--- config.mk ---
export PLATFORM = sky130hd
export DESIGN_NAME = dbg_epc_capture
export DESIGN_NICKNAME = d
export VERILOG_FILES = /design/src/rtl/dbg_epc_pkg.sv /design/src/rtl/dbg_epc_ctrl.sv /design/src/rtl/dbg_epc_dpath.sv /design/src/rtl/dbg_epc_capture.sv
export SDC_FILE = /design/constraint.sdc
export NUM_CORES = 1
export LEC_CHECK = 0
export ABC_CLOCK_PERIOD_IN_PS = 1600
export BUFFER_PORTS_ARGS = -buffer_cell sky130_fd_sc_hd__buf_2
export CAP_MARGIN = 20
export CORE_MARGIN = 5
export CORE_UTILIZATION = 45
export DETAILED_ROUTE_END_ITERATION = 10
export PLACE_DENSITY = 0.92
export SYNTH_ARGS = -nofsm -noshare
export SYNTH_HDL_FRONTEND = slang
export SYNTH_SLANG_ARGS = --single-unit
--- constraint.sdc ---
create_clock -name clk -period 1.6 [get_ports clk]
set_clock_uncertainty 0.05 [all_clocks]
set_input_delay 0.32 -clock clk [delete_from_list [all_inputs] [get_ports clk]]
set_output_delay 0.32 -clock clk [all_outputs]
set_load 0.02 [all_outputs]
--- src/rtl/dbg_epc_pkg.sv ---
package dbg_epc_pkg;

  localparam int NUM_CAUSES = 4;
  localparam int BD_BIT     = 31;
  localparam logic ADDR_PC     = 1'b0;
  localparam logic ADDR_STATUS = 1'b1;

  typedef enum logic [1:0] {
    SRC_FAULT  = 2'd0,
    SRC_BRANCH = 2'd1,
    SRC_RESUME = 2'd2,
    SRC_SW     = 2'd3
  } pcSrc_e;

  typedef struct packed {
    logic                  loadPc;
    pcSrc_e                pcSrc;
    logic                  loadBd;
    logic                  bdValue;
    logic                  loadCause;
    logic [NUM_CAUSES-1:0] causeNext;
  } ctrlStrobe_t;

endpackage

--- src/rtl/dbg_epc_ctrl.sv ---
module dbg_epc_ctrl
  import dbg_epc_pkg::*;
(
  input  logic                  clk,
  input  logic                  rstN,
  input  logic                  excValid,
  input  logic                  inDebugMode,
  input  logic                  excPrecise,
  input  logic                  inDelaySlot,
  input  logic [NUM_CAUSES-1:0] causeStrobe,
  input  logic                  regWrEn,
  input  logic                  regAddr,
  output ctrlStrobe_t           strobe
);

  logic swPcWrite;

  assign swPcWrite = regWrEn && (regAddr == ADDR_PC);

  always_comb begin
    strobe           = '0;
    strobe.pcSrc     = SRC_SW;
    strobe.causeNext = '0;
    if (excValid) begin
      // Hardware capture takes priority over the register port.
      strobe.loadPc = 1'b1;
      if (!excPrecise) begin
        strobe.pcSrc  = SRC_RESUME;
        strobe.loadBd = 1'b0;
      end else if (inDelaySlot) begin
        strobe.pcSrc   = SRC_BRANCH;
        strobe.loadBd  = 1'b1;
        strobe.bdValue = 1'b1;
      end else begin
        strobe.pcSrc   = SRC_FAULT;
        strobe.loadBd  = 1'b1;
        strobe.bdValue = 1'b0;
      end
      strobe.loadCause = 1'b1;
      strobe.causeNext = inDebugMode ? '0 : causeStrobe;
    end else if (swPcWrite) begin
      strobe.loadPc = 1'b1;
      strobe.pcSrc  = SRC_SW;
    end
  end

  // The core must present exactly one cause on an exception taken outside debug mode.
  AST_STROBE_ONEHOT: assert property (@(posedge clk) disable iff (!rstN)
    (excValid && !inDebugMode) |-> $onehot(causeStrobe)) else $error("cause strobe not one-hot");

endmodule

--- src/rtl/dbg_epc_dpath.sv ---
module dbg_epc_dpath
  import dbg_epc_pkg::*;
#(
  parameter int PC_W = 32
) (
  input  logic                  clk,
  input  logic                  rstN,
  input  ctrlStrobe_t           strobe,
  input  logic [PC_W-1:0]       faultPc,
  input  logic [PC_W-1:0]       branchPc,
  input  logic [PC_W-1:0]       resumePc,
  input  logic [PC_W-1:0]       swData,
  output logic [PC_W-1:0]       epcQ,
  output logic                  bdQ,
  output logic [NUM_CAUSES-1:0] causeQ
);

  logic [PC_W-1:0] pcNext;

  always_comb begin
    unique case (strobe.pcSrc)
      SRC_FAULT:  pcNext = faultPc;
      SRC_BRANCH: pcNext = branchPc;
      SRC_RESUME: pcNext = resumePc;
      default:    pcNext = swData;
    endcase
  end

  always_ff @(posedge clk) begin
    if (!rstN) begin
      epcQ   <= '0;
      bdQ    <= 1'b0;
      causeQ <= '0;
    end else begin
      if (strobe.loadPc)    epcQ   <= pcNext;
      if (strobe.loadBd)    bdQ    <= strobe.bdValue;
      if (strobe.loadCause) causeQ <= strobe.causeNext;
    end
  end

  AST_CAUSE_ONEHOT0: assert property (@(posedge clk) disable iff (!rstN)
    $onehot0(causeQ)) else $error("cause flags not one-hot");

endmodule

--- src/rtl/dbg_epc_capture.sv ---
module dbg_epc_capture
  import dbg_epc_pkg::*;
#(
  parameter int PC_W = 32
) (
  input  logic                  clk,
  input  logic                  rstN,
  input  logic                  excValid,
  input  logic                  inDebugMode,
  input  logic                  excPrecise,
  input  logic                  inDelaySlot,
  input  logic [PC_W-1:0]       faultPc,
  input  logic [PC_W-1:0]       branchPc,
  input  logic [PC_W-1:0]       resumePc,
  input  logic [NUM_CAUSES-1:0] causeStrobe,
  input  logic                  regWrEn,
  input  logic                  regAddr,
  input  logic [PC_W-1:0]       regWrData,
  output logic [PC_W-1:0]       regRdData
);

  localparam int PAD_W = PC_W - NUM_CAUSES - 1;

  ctrlStrobe_t           strobe;
  logic [PC_W-1:0]       epcQ;
  logic                  bdQ;
  logic [NUM_CAUSES-1:0] causeQ;
  logic [PC_W-1:0]       statusWord;

  dbg_epc_ctrl u_ctrl (
    .clk         (clk),
    .rstN        (rstN),
    .excValid    (excValid),
    .inDebugMode (inDebugMode),
    .excPrecise  (excPrecise),
    .inDelaySlot (inDelaySlot),
    .causeStrobe (causeStrobe),
    .regWrEn     (regWrEn),
    .regAddr     (regAddr),
    .strobe      (strobe)
  );

  dbg_epc_dpath #(.PC_W(PC_W)) u_dpath (
    .clk      (clk),
    .rstN     (rstN),
    .strobe   (strobe),
    .faultPc  (faultPc),
    .branchPc (branchPc),
    .resumePc (resumePc),
    .swData   (regWrData),
    .epcQ     (epcQ),
    .bdQ      (bdQ),
    .causeQ   (causeQ)
  );

  assign statusWord = {bdQ, {PAD_W{1'b0}}, causeQ};
  assign regRdData  = (regAddr == ADDR_STATUS) ? statusWord : epcQ;

  AST_PRECISE_FAULT: assert property (@(posedge clk) disable iff (!rstN)
    (excValid && excPrecise && !inDelaySlot) |=> (epcQ == $past(faultPc) && !bdQ)) else $error("fault pc capture");
  AST_PRECISE_SLOT: assert property (@(posedge clk) disable iff (!rstN)
    (excValid && excPrecise && inDelaySlot) |=> (epcQ == $past(branchPc) && bdQ)) else $error("branch pc capture");
  AST_IMPRECISE: assert property (@(posedge clk) disable iff (!rstN)
    (excValid && !excPrecise) |=> (epcQ == $past(resumePc) && $stable(bdQ))) else $error("resume pc capture");
  AST_DEBUG_CLEAR: assert property (@(posedge clk) disable iff (!rstN)
    (excValid && inDebugMode) |=> (causeQ == '0)) else $error("flags not cleared");
  AST_SW_WRITE: assert property (@(posedge clk) disable iff (!rstN)
    (!excValid && regWrEn && regAddr == ADDR_PC) |=> (epcQ == $past(regWrData))) else $error("sw write lost");
  AST_IDLE_HOLD: assert property (@(posedge clk) disable iff (!rstN)
    (!excValid && !(regWrEn && regAddr == ADDR_PC)) |=> ($stable(epcQ) && $stable(causeQ) && $stable(bdQ))) else $error("state moved");

endmodule

==> impl_metrics.json <==
{
  "fin_nets": 578,
  "cpPeakStageDelay_ps": 370,
  "synth_cell_types": 19,
  "p_switching_uw": 670.4,
  "period_needed_ps": 1474,
  "worstSkewPairLatency_ps": 270,
  "antenna_cells": 0,
  "slew_headroom_pct": 77.53,
  "worst_slew_pin_slew_ps": 337.0,
  "critPathCaptureType": "output pin",
  "die-area_sq_mm": 0.007231,
  "hold_buffers": 0,
  "overflow": 0,
  "drive_above_1_share_pct": 44.87,
  "via_per_inst": 5.117,
  "clkPwrFrac_pct": 29.0,
  "min_period_over_period_pct": 92.12,
  "cp-start-kind": "input port",
  "dieHeight_um": 85.04,
  "critPathKind": "in -> out",
  "required_ps": 1230,
  "syn-mean-instance-area_sq_um": 9.281,
  "syn_nets": 413,
  "min_path_type": "in -> reg",
  "synth_seq_cells": 37,
  "areaGrowthSynthToFinish_pct": 38.67,
  "clkSinkCount": 37,
  "ant_nets": 0,
  "use_met1_pct": 23.23,
  "fp-row-count": 27,
  "boundaryPins": 172,
  "leakagePower_uw": 0.001748,
  "synth_area_sq_mm": 0.002534,
  "final_common_cell": "buf_2",
  "busiest_layer": "met2",
  "yosysTopAreaCell": "dfxtp_1",
  "cts_buffers": 5,
  "synth.area.top_cells": "dfxtp_1 29%, mux2i_1 25%, a211oi_1 9.5%, o21bai_1 9.5%, nor2b_1 8.9%",
  "finalCoreUtilization_pct": 64.20,
  "hpwl_um": 6089,
  "cpMaxStageDelayCell": "mux2_2",
  "final_cell_mix": "170 x buf_2, 64 x mux2i_1, 37 x dfxtp_1",
  "grt_use_met3_pct": 3.786,
  "grt_pass1_wl_um": 12480,
  "grt_pass1_vias": 2832,
  "wl_per_cell_um": 14.86,
  "hold_viol": 0,
  "io_buffers": 171,
  "core_sq_mm": 0.005473,
  "dr.pass1.iters": 4,
  "cp_max_fo": 15,
  "max_freq_ghz": 0.6784,
  "post-cts-setup-buffers": 0,
  "seq_power_share_pct": 42.7,
  "critPathTopFamily": "buffers and inverters",
  "antenna_found_initial": 0,
  "path_cells": "clkbuf_4 -> mux2_2 -> buf_2",
  "status": "completed",
  "tns_ps": 0,
  "totalWireLength_um": 7596,
  "synth_top_area_share_pct": 29.23,
  "syn_inst": 273,
  "yosys_warnings": 0,
  "grt_usage_pct": 20.72,
  "gp_congestion": 0.8477,
  "p_per_area_mw_per_mm2": 684.3,
  "peakVddDrop_mv": 0.4546,
  "pwr-share-comb_pct": 28.2,
  "cp.arrival_ps": 1100,
  "ys_seq_area_share_pct": 29.23,
  "setup_violations": 0,
  "power.internal_uw": 1734,
  "switching_share_pct": 27.88,
  "grt_util_met2_pct": 39.27,
  "first_iter_violations": 73,
  "cts-root-buf": "clkbuf_8",
  "path_clk_slew_ps": 80,
  "start_util_pct": 46.30,
  "die_width_um": 85.04,
  "crit_buf_inv": 2,
  "cts_tree": "done",
  "maxCapViolCount": 0,
  "num_vias": 2615,
  "holdWs_ps": 250.6,
  "cts_buffer_depth": 2,
  "drc": 0,
  "grt_max_degree": 67,
  "htreeDepth": 2,
  "rsz0062_at_grt": "no",
  "drv_slew": 0
}
==> area by class of cell <==
class                           count  area [sq um]
Fill cell                         474          1959
Multi-Input combinational cell    212          1590
Timing Repair Buffer              182         991.0
Sequential cell                    37         740.7
Clock buffer                        7         96.34
Tap cell                           72         90.09
Clock inverter                      1         5.005
==> power by group through the flow <==
stage	Combinational [uW]	Sequential, uW	Clock, uW
2_1_floorplan	420	1040	0
4_1_cts	684	1030	724
5_1_grt	748	1040	763
6_report	678	1030	698
3_3_place_gp	657	1040	0
3_5_place_dp	682	1050	0
==> cells by family (layout without fill, tap and decap cells) <==
logic type | after synthesis | after routing | share of synthesized area (%)
AND/OR/NAND/NOR | 74 | 74 | 15.01
multiplexers | 69 | 69 | 27.51
AO/OA/AOI/OAI | 69 | 69 | 20.05
flip-flops | 37 | 37 | 29.23
buffers and inverters | 24 | 190 | 8.198
==> final timing paths <==
| check | start | to | slack [ps] | cells after the start |
|---|---|---|---|---|
| setup reg to reg | u_dpath.causeQ[2] | u_dpath.causeQ[2] | 780 | 3 |
| hold / removal | regWrData[25] | u_dpath.epcQ[25] | 250 | 3 |
| hold reg to reg | u_dpath.bdQ | u_dpath.bdQ | 440 | 2 |
| setup / recovery | regAddr | regRdData[2] | 130 | 3 |
==> per-stage QoR <==
stage	setup WS, ps	cells	cell area [sq um]	total power, uW
after floorplan	343.6	273	2534	1455
after global placement	59.96	503	3410	1700
after detailed placement	47.86	503	3410	1730
after CTS	43.63	511	3511	2436
after global routing	76.52	511	3513	2548
final	126.0	511	3513	2404
==> tightest hold or removal path, cell delays in order <==
cell and delay (ps):
buf_2 80, mux2i_1 50, o21bai_1 100
==> layer usage <==
layer | wire length (um) | part of all wire, %
met5 | 0 | 0
met4 | 98 | 1.3
met3 | 513 | 6.8
met2 | 4068 | 54
met1 | 2914 | 38
==> what timing repair did <==
item,CTS,global route
gates resized for setup,0,1
endpoints found under the hold margin,0,0
setup endpoints to repair,0,5
==> sequential cells by signal, summed over array words and instances (netlist names) <==
signal / count
u_dpath.epcQ: 32
u_dpath.causeQ: 4
u_dpath.bdQ: 1
==> synth_stat cells, drive strengths merged <==
cell type  count
o21bai        32
nand3          1
mux2i         64
or2b           1
buf           19
clkbuf         5
nor2          32
a21boi         1
a211oi        32
mux2           5
nand2          3
a21oi          4
dfxtp         37
nor2b         37
Power figures use the tool's default switching activity.
